**src/rtl/cs_dec_pkg.sv**
```systemverilog
package cs_dec_pkg;
   // Default geometry of the decoder
   localparam int unsigned DEF_BANKS    = 8;
   localparam int unsigned DEF_ADDR_W   = 32;
   localparam int unsigned DEF_GRAN_LG2 = 17;
   localparam int unsigned DEF_REG_AW   = 12;
   localparam int unsigned DEF_BASE_OFF = 'h100;
   localparam int unsigned DEF_STRIDE   = 'h10;

   // Outcome of one decode, used for readability in the selector
   typedef enum logic [1:0] {
      DEC_MISS    = 2'd0,
      DEC_WINDOW  = 2'd1,
      DEC_CAPTURE = 2'd2
   } dec_kind_e;

   function automatic bit is_pow2(input int unsigned v);
      return (v != 0) && ((v & (v - 1)) == 0);
   endfunction
endpackage

```
**src/rtl/cs_dec_regfile.sv**
```systemverilog
module cs_dec_regfile
   import cs_dec_pkg::*;
#(
   parameter int unsigned NUM_BANKS = DEF_BANKS,
   parameter int unsigned DATA_W    = DEF_ADDR_W,
   parameter int unsigned REG_AW    = DEF_REG_AW,
   parameter int unsigned BASE_OFF  = DEF_BASE_OFF,
   parameter int unsigned STRIDE    = DEF_STRIDE
) (
   input  logic                           clk,
   input  logic                           rst_n,
   input  logic                           boot_swap_i,
   input  logic                           reg_valid_i,
   input  logic                           reg_write_i,
   input  logic [REG_AW-1:0]              reg_addr_i,
   input  logic [DATA_W-1:0]              reg_wdata_i,
   output logic [DATA_W-1:0]              reg_rdata_o,
   output logic [NUM_BANKS-1:0][DATA_W-1:0] bank_regs_o,
   output logic                           swap_o
);
   localparam int unsigned STRIDE_LG2 = $clog2(STRIDE);
   localparam int unsigned IDX_W      = (NUM_BANKS > 1) ? $clog2(NUM_BANKS) : 1;
   localparam logic [REG_AW-1:0] BASE_A = REG_AW'(BASE_OFF);
   localparam logic [REG_AW-1:0] SPAN_A = REG_AW'(NUM_BANKS * STRIDE);

   logic [DATA_W-1:0] regs_q [NUM_BANKS];
   logic [REG_AW-1:0] off;
   logic              in_range;
   logic [IDX_W-1:0]  idx;
   logic              wr_en;
   logic              swap_q;

   // Offset decode: inside the bank window and on a stride boundary
   assign off      = reg_addr_i - BASE_A;
   assign in_range = (reg_addr_i >= BASE_A) && (off < SPAN_A)
                     && (off[STRIDE_LG2-1:0] == '0);
   assign idx      = off[STRIDE_LG2 +: IDX_W];
   assign wr_en    = reg_valid_i && reg_write_i && in_range;

   // Strap is followed while reset is held and frozen afterwards
   always_ff @(posedge clk) begin
      if (!rst_n) swap_q <= boot_swap_i;
   end
   assign swap_o = swap_q;

   for (genvar b = 0; b < NUM_BANKS; b++) begin : g_bank
      logic [DATA_W-1:0] rst_val;
      if (b == 0) begin : g_boot0
         assign rst_val = {{(DATA_W-1){1'b0}}, ~boot_swap_i};
      end else if (b == 1) begin : g_boot1
         assign rst_val = {{(DATA_W-1){1'b0}}, boot_swap_i};
      end else begin : g_plain
         assign rst_val = '0;
      end

      always_ff @(posedge clk) begin
         if (!rst_n) begin
            regs_q[b] <= rst_val;
         end else if (wr_en && (idx == IDX_W'(b))) begin
            regs_q[b] <= reg_wdata_i;
         end
      end

      assign bank_regs_o[b] = regs_q[b];
   end

   always_comb begin
      reg_rdata_o = '0;
      if (reg_valid_i && !reg_write_i && in_range) begin
         reg_rdata_o = regs_q[idx];
      end
   end
endmodule

```
**src/rtl/cs_dec_match.sv**
```systemverilog
module cs_dec_match
   import cs_dec_pkg::*;
#(
   parameter int unsigned NUM_BANKS = DEF_BANKS,
   parameter int unsigned ADDR_W    = DEF_ADDR_W,
   parameter int unsigned GRAN_LG2  = DEF_GRAN_LG2
) (
   input  logic [NUM_BANKS-1:0][ADDR_W-1:0] bank_regs_i,
   input  logic [ADDR_W-1:0]                addr_i,
   output logic [NUM_BANKS-1:0]             hit_o,
   output logic                             capture_o
);
   localparam int unsigned TAG_W = ADDR_W - GRAN_LG2;

   logic [TAG_W-1:0] addr_tag;
   assign addr_tag = addr_i[ADDR_W-1:GRAN_LG2];

   for (genvar b = 0; b < NUM_BANKS; b++) begin : g_cmp
      logic [TAG_W-1:0] base_tag;
      logic [TAG_W-1:0] care;
      logic             en;
      assign base_tag = bank_regs_i[b][ADDR_W-1:GRAN_LG2];
      assign care     = bank_regs_i[b][TAG_W:1];
      assign en       = bank_regs_i[b][0];
      assign hit_o[b] = en && (((addr_tag ^ base_tag) & care) == '0);

      // Bits between the mask field and the base field carry no meaning
      if (GRAN_LG2 > TAG_W + 1) begin : g_gap
         logic unused_gap;
         assign unused_gap = ^bank_regs_i[b][GRAN_LG2-1:TAG_W+1];
      end
   end

   logic unused_addr_low;
   assign unused_addr_low = ^addr_i[GRAN_LG2-1:0];

   // Zero in either of the two boot registers swallows every access
   assign capture_o = (bank_regs_i[0] == '0) || (bank_regs_i[1] == '0);
endmodule

```
**src/rtl/cs_dec_select.sv**
```systemverilog
module cs_dec_select
   import cs_dec_pkg::*;
#(
   parameter int unsigned NUM_BANKS = DEF_BANKS
) (
   input  logic [NUM_BANKS-1:0] hit_i,
   input  logic                 capture_i,
   input  logic                 swap_i,
   output logic [NUM_BANKS-1:0] sel_o,
   output logic                 miss_o
);
   logic [NUM_BANKS-1:0] logical;
   dec_kind_e            kind;

   always_comb begin
      logical = '0;
      kind    = DEC_MISS;
      if (capture_i) begin
         logical[0] = 1'b1;
         kind       = DEC_CAPTURE;
      end else begin
         for (int i = 0; i < NUM_BANKS; i++) begin
            if (hit_i[i] && (kind == DEC_MISS)) begin
               logical[i] = 1'b1;
               kind       = DEC_WINDOW;
            end
         end
      end
   end

   assign miss_o = (kind == DEC_MISS);

   // Logical bank to pin mapping: pins 0 and 1 trade places under swap
   for (genvar p = 0; p < NUM_BANKS; p++) begin : g_pin
      if (p < 2) begin : g_boot
         assign sel_o[p] = swap_i ? logical[1-p] : logical[p];
      end else begin : g_direct
         assign sel_o[p] = logical[p];
      end
   end
endmodule

```
**src/rtl/cs_bank_decoder.sv**
```systemverilog
module cs_bank_decoder
   import cs_dec_pkg::*;
#(
   parameter int unsigned NUM_BANKS = DEF_BANKS,
   parameter int unsigned ADDR_W    = DEF_ADDR_W,
   parameter int unsigned GRAN_LG2  = DEF_GRAN_LG2,
   parameter int unsigned REG_AW    = DEF_REG_AW,
   parameter int unsigned BASE_OFF  = DEF_BASE_OFF,
   parameter int unsigned STRIDE    = DEF_STRIDE
) (
   input  logic                 clk,
   input  logic                 rst_n,
   input  logic                 boot_swap_i,
   input  logic                 reg_valid_i,
   input  logic                 reg_write_i,
   input  logic [REG_AW-1:0]    reg_addr_i,
   input  logic [ADDR_W-1:0]    reg_wdata_i,
   output logic [ADDR_W-1:0]    reg_rdata_o,
   input  logic                 bus_valid_i,
   input  logic [ADDR_W-1:0]    bus_addr_i,
   output logic [NUM_BANKS-1:0] cs_n_o,
   output logic                 miss_o
);
   localparam int unsigned TAG_W = ADDR_W - GRAN_LG2;

   // Elaboration-time parameter checks
   if (NUM_BANKS < 2) begin : g_err_banks
      $error("cs_bank_decoder: at least two banks are needed");
   end
   if (TAG_W + 1 > GRAN_LG2) begin : g_err_fields
      $error("cs_bank_decoder: mask field would overlap the base field");
   end
   if (!is_pow2(STRIDE)) begin : g_err_stride
      $error("cs_bank_decoder: register stride must be a power of two");
   end
   if (BASE_OFF + NUM_BANKS * STRIDE > (1 << REG_AW)) begin : g_err_span
      $error("cs_bank_decoder: register window exceeds the offset range");
   end

   logic [NUM_BANKS-1:0][ADDR_W-1:0] bank_regs;
   logic                             swap;
   logic [NUM_BANKS-1:0]             hit;
   logic                             capture;
   logic [NUM_BANKS-1:0]             sel;
   logic                             miss;
   logic [NUM_BANKS-1:0]             cs_n_q;
   logic                             miss_q;

   cs_dec_regfile #(
      .NUM_BANKS (NUM_BANKS),
      .DATA_W    (ADDR_W),
      .REG_AW    (REG_AW),
      .BASE_OFF  (BASE_OFF),
      .STRIDE    (STRIDE)
   ) u_regfile (
      .clk         (clk),
      .rst_n       (rst_n),
      .boot_swap_i (boot_swap_i),
      .reg_valid_i (reg_valid_i),
      .reg_write_i (reg_write_i),
      .reg_addr_i  (reg_addr_i),
      .reg_wdata_i (reg_wdata_i),
      .reg_rdata_o (reg_rdata_o),
      .bank_regs_o (bank_regs),
      .swap_o      (swap)
   );

   cs_dec_match #(
      .NUM_BANKS (NUM_BANKS),
      .ADDR_W    (ADDR_W),
      .GRAN_LG2  (GRAN_LG2)
   ) u_match (
      .bank_regs_i (bank_regs),
      .addr_i      (bus_addr_i),
      .hit_o       (hit),
      .capture_o   (capture)
   );

   cs_dec_select #(
      .NUM_BANKS (NUM_BANKS)
   ) u_select (
      .hit_i     (hit),
      .capture_i (capture),
      .swap_i    (swap),
      .sel_o     (sel),
      .miss_o    (miss)
   );

   always_ff @(posedge clk) begin
      if (!rst_n) begin
         cs_n_q <= '1;
         miss_q <= 1'b0;
      end else if (bus_valid_i) begin
         cs_n_q <= ~sel;
         miss_q <= miss;
      end else begin
         cs_n_q <= '1;
         miss_q <= 1'b0;
      end
   end

   assign cs_n_o = cs_n_q;
   assign miss_o = miss_q;
endmodule

```
**config.mk**
```make
export PLATFORM = sky130hd
export DESIGN_NAME = cs_bank_decoder
export DESIGN_NICKNAME = d
export VERILOG_FILES = /design/src/rtl/cs_dec_pkg.sv /design/src/rtl/cs_dec_regfile.sv /design/src/rtl/cs_dec_match.sv /design/src/rtl/cs_dec_select.sv /design/src/rtl/cs_bank_decoder.sv
export SDC_FILE = /design/constraint.sdc
export NUM_CORES = 1
export LEC_CHECK = 0
export CORE_ASPECT_RATIO = 1.5
export CORE_UTILIZATION = 55
export DETAILED_ROUTE_END_ITERATION = 10
export PLACE_DENSITY = 0.74
export SYNTH_ARGS = -nofsm -noshare
export SYNTH_HDL_FRONTEND = slang
export SYNTH_SLANG_ARGS = --single-unit
```
**constraint.sdc**
```tcl
create_clock -name clk -period 4.55 [get_ports clk]
set_input_delay 0.455 -clock clk [delete_from_list [all_inputs] [get_ports clk]]
set_output_delay 0.455 -clock clk [all_outputs]
set_load 0.02 [all_outputs]
```
# Word level (Yosys, flattened, before mapping)
# Memory sizes are Yosys's and may differ from the RTL's.
# Index checks and enable logic that the tools add are counted.
# totals
regBits	10
mem_bits_rw	256
inputBits	82
n_memories	1
# mem_list
memory	depth	word_bits	read_ports	rd_clocked_by_memory_dff	wr	line	source
u_regfile.regs_q	8	32	9	0	8	cs_dec_regfile.sv:26	logic [DATA_W-1:0] regs_q [NUM_BANKS];
# op_classes
add_sub_neg	1
order_cmp	2
eq_ne	7
n_mux	62
bitwise_logic	26
n_reduce_logical	52
# ops
cell	n
two-way mux 32 bit	9
AND 15 bit	8
zero test 15 bit	8
bitwise XOR 15 bit	8
zero test 32 bit	2
two-way mux 1 bit	37
two-way mux 2 bit	15
logical AND 1 bit	29
zero test 2 bit	8
equality test 3 bit (second input constant)	4
greater-or-equal comparator 12 x 9 -> 1 bit (second input constant)	1
less-than comparator 12 x 8 -> 1 bit (second input constant)	1
subtractor 12 x 9 -> 12 bit (second input constant)	1
NOT 8 bit	1
bitwise OR 1 bit	8
two-way mux 7 bit	1
equality test 3 x 2 -> 1 bit (second input constant)	2
zero test 4 bit	1
equality test 3 x 1 -> 1 bit (second input constant)	1
zero test 3 bit	1
AND reduction 2 bit	1
zero test 1 bit	1
logical OR 1 bit	1
NOT 1 bit	1

# Longest topological paths before layout
# An unclocked memory read counts as a cell.
# depth
ltp_word	37
depth_mapped	7

# By module
# A second synthesis with hierarchy kept.
# hier_totals
hier_cells	1049
hier_area_um2	13420.4
# by_module_without_submodules
mod	instances	cells_each	area_each_um2
cs_dec_regfile	1	759	11109.4
cs_dec_match	1	252	1948.1
cs_bank_decoder	1	20	245.2
cs_dec_select	1	18	117.6

# Worst setup path after synthesis
# OpenSTA, ideal clock, no wires.
# synth_timing
kind	in2reg
from	input port reg_addr_i[0]
to	memory u_regfile.regs_q[0][0] in the netlist's numbering (enable)
setup_time_ns	0.470
arrival_time_ns	3.614
setup_slack_ns	0.467
cell_stages	4
n_path_buf	0
cell_sequence	nor4_4 > nand4_1 > or2_2 > o31ai_1
# synth_rtl
element	line	source
start, declared	cs_bank_decoder.sv:16	input logic [REG_AW-1:0] reg_addr_i,
end, declared	cs_dec_regfile.sv:26	

# Final worst setup path
# layout_timing
from	input port reg_addr_i[4]
to	output port reg_rdata_o[13]
# layout_between
elab_chain_cells	6
word_cells_on_any_way	8
cone_classes	add/sub: 1; order compare: 2; mux: 1; reduce/logical: 3; memory: 1
# layout_lines
element	line	source
subtractor 12 x 9 -> 12 bit	cs_dec_regfile.sv:34	assign off = reg_addr_i - BASE_A;
less-than comparator 12 x 8 -> 1 bit	cs_dec_regfile.sv:35	assign in_range = (reg_addr_i >= BASE_A) && (off < SPAN_A)
logical AND 1 bit	cs_dec_regfile.sv:35	
logical AND 1 bit	cs_dec_regfile.sv:36	&& (off[STRIDE_LG2-1:0] == '0);
logical AND 1 bit	cs_dec_regfile.sv:69	if (reg_valid_i && !reg_write_i && in_range) begin
two-way mux 32 bit (*)	cs_dec_regfile.sv:69	
end, declared	cs_bank_decoder.sv:18	output logic [ADDR_W-1:0] reg_rdata_o,
# Mark *: on every way between the ends. The rest lies on a longest branch, timed or not.

==> results.sh <==
export IMPL_die_y_um=196
export IMPL_clock_latency_ps=540
export IMPL_crit_arrival_ps=3070
export IMPL_die_w_um=131
export IMPL_max_freq_mhz=284
export IMPL_core_area_sq_um=24500
export IMPL_synth_common_cells="edfxtp_1, and2_1, xor2_1"
export IMPL_initial_core_util_pct=56.4
export IMPL_crit_buf_inv=3
export IMPL_hold_viol=0
export IMPL_yosysMostFrequentCell="edfxtp_1"
export IMPL_drt_total_wl_um=47300
export IMPL_cts_buffers=26
export IMPL_dp_hpwl_um=33500
export IMPL_status="finished clean"
export IMPL_synth_area_leader_cell="edfxtp_1"
export IMPL_relSlewSlack_pct=22.7
export IMPL_dr_total_vias=9321
export IMPL_grt_pass1_wl_um=67600
export IMPL_finalCritPeriodShare_pct=77.4
export IMPL_grt_use_total_pct=37.7
export IMPL_synth_cell_area_sq_um=13800
export IMPL_hold_path_class="in2reg"
export IMPL_tritoncts="built"
export IMPL_cp_slowest_cell="buf_4"
export IMPL_synth_cell_types=40
export IMPL_cp_end_kind="output pin"
export IMPL_reg2reg_depth=6
export IMPL_r2r_start="u_regfile.regs_q[4][22]"
export IMPL_timing_final_crit_period_ps=3520
export IMPL_cp_top_family="buffers and inverters"
export IMPL_insertedDiodeCount=0
export IMPL_drt_iter0_drc=1222
export IMPL_drt_pass1_iter_count=5
export IMPL_slowest_delay_ps=630
export IMPL_detail_route_vias_per_cell=6.51
export IMPL_cts_max_path_buffers=3
export IMPL_syn2layout_area_growth_pct=16.4
export IMPL_row_count=70
export IMPL_grt_max_degree=56
export IMPL_slew_viol_final=0
export IMPL_setup_viol=0
export IMPL_synth_top_area_share_pct=55.8
export IMPL_startpoint_type="input port"
export IMPL_yosys_top_cells_area="edfxtp_1, and2_1, mux4_2"
export IMPL_min_path_cells=1
export IMPL_fin_skew_ps=7.59
export IMPL_p_leak_nw=5.67
export IMPL_synthArstFlopShare_pct=0
export IMPL_drv_cap=0
export IMPL_crit_fanout=39
export IMPL_avgSynthCellArea_sq_um=13.8
export IMPL_routabilityCongestion=0.991
export IMPL_syn_inst=1000
export IMPL_post_cts_setup_buffer_count=0
export IMPL_synthFlopType="edfxtp_1"
export IMPL_cellPowerDensity_nw_per_um2=355
export IMPL_detail_route_antenna_nets=0
export IMPL_grt_overflow_total=0
export IMPL_min_from="boot_swap_i"
export IMPL_drive_above_1_share_pct=13.3
export IMPL_grt_pass1_vias=9250
export IMPL_critPathMostFrequentCell="buf_4"
export IMPL_crit_required_ps=4090
export IMPL_clk_pin_slew_worst_paths_ps=60
export IMPL_top_level_ports=123
export IMPL_ys_ff_latch=266
export IMPL_critPathKind="in2out"
export IMPL_cp_cell_sequence="buf_4 -> buf_4 -> mux4_2 -> mux2i_1 -> nor2_1 -> clkdlybuf4s50_1"
export IMPL_clockRootBuffer="clkbuf_16"
export IMPL_antenna_found_initial=0
export IMPL_cts_resized=0
export IMPL_worstMarginPinSlew_ps=1160
export IMPL_h_tree_depth=1
export IMPL_wire_per_inst_um=33.0
export IMPL_regToRegSetupSlack_ps=2050
export IMPL_rsz0062_at_grt="false"
export IMPL_ir_drop_v=0.000276
export IMPL_dieArea_sq_um=25800
export IMPL_critical_path_depth=6
export IMPL_cts_sinks=266
export IMPL_nets=1174
export IMPL_drc=0
export IMPL_synth_nets=1082
export IMPL_finalHoldWorstSlack_ps=565
export IMPL_synth_enable_flop_cells=257
export IMPL_cp_startpoint="reg_addr_i[4]"
export IMPL_holdBufCountCts=0
export IMPL_io_buffers=105
export IMPL_yosys_warnings=0
export IMPL_seq_area_frac_synth_pct=57.1
export IMPL_tns_ps=0
[power by group]
group          total (mW)  switching (mW)  leakage, nW  internal [mW]
Sequential           2.92           0.114         2.51           2.80
Clock                2.16           0.911        0.399           1.25
Combinational       0.635           0.383         2.76          0.252
Total                5.71            1.41         5.67           4.30
[cell type report]
cell class | instances | area, sq um
fillers | 1846 | 8440
multi-input cells | 667 | 5730
clock buffers | 33 | 698
flip-flops and latches | 266 | 7900
repair buffers | 127 | 1210
clock inverters | 11 | 130
inverters | 4 | 15.0
well taps | 324 | 405
[placed cells by master, fill, tap and decap left out, types with 24 or more instances in the layout]
cell / instances
edfxtp_1: 257
and2_1: 252
xor2_1: 120
clkdlybuf4s50_1: 102
mux4_2: 64
a22oi_1: 56
nor2_1: 34
mux2i_1: 32
clkbuf_16: 27
buf_4: 24
[final timing paths]
check	end
hold reg to reg	cs_n_o[1]
setup / recovery	reg_rdata_o[13]
hold / removal	u_regfile.swap_o
setup reg to reg	miss_o
[per-layer routing]
layer	GRT usage [%]	vias to the layer above	part of all wire (%)
met2	63.2	675	49
met3	4.63	109	9.5
met5	0	-	0
met4	19.7	0	5.8
li1	-	3870	-
met1	48.3	4667	36
[state kept, by name, indices dropped and copies added, names as in the netlist]
| register | cells |
|---|---|
| cs_n_o | 8 |
| miss_o | 1 |
| u_regfile.regs_q | 256 |
| u_regfile.swap_o | 1 |
[cell families (layout without fill, tap and decap cells)]
| kind of cell | count (synthesis) | after routing | share of synthesized area, % |
|---|---|---|---|
| buffers and inverters | 67 | 175 | 2.20 |
| muxes | 97 | 97 | 12.8 |
| DFF | 266 | 266 | 57.1 |
| and+or+nand+nor | 380 | 380 | 16.6 |
| AOI/OAI and AO/OA | 70 | 70 | 3.67 |
| xor gates and xnor gates | 120 | 120 | 7.61 |
[through the flow]
| step | util [%] | std cells | setup slack (ps) | area, sq um | total power [mW] |
|---|---|---|---|---|---|
| after floorplan | - | 1000 | 467 | 13800 | 3.26 |
| after global placement | 62.2 | 1388 | 971 | 15300 | 3.58 |
| after detailed placement | 62.2 | 1388 | 958 | 15300 | 3.59 |
| after CTS | 65.6 | 1432 | 954 | 16100 | 5.70 |
| after global routing | 65.6 | 1432 | 887 | 16100 | 5.83 |
| final | 65.6 | 1432 | 1030 | 16100 | 5.71 |
Power figures use the tool's default switching activity.
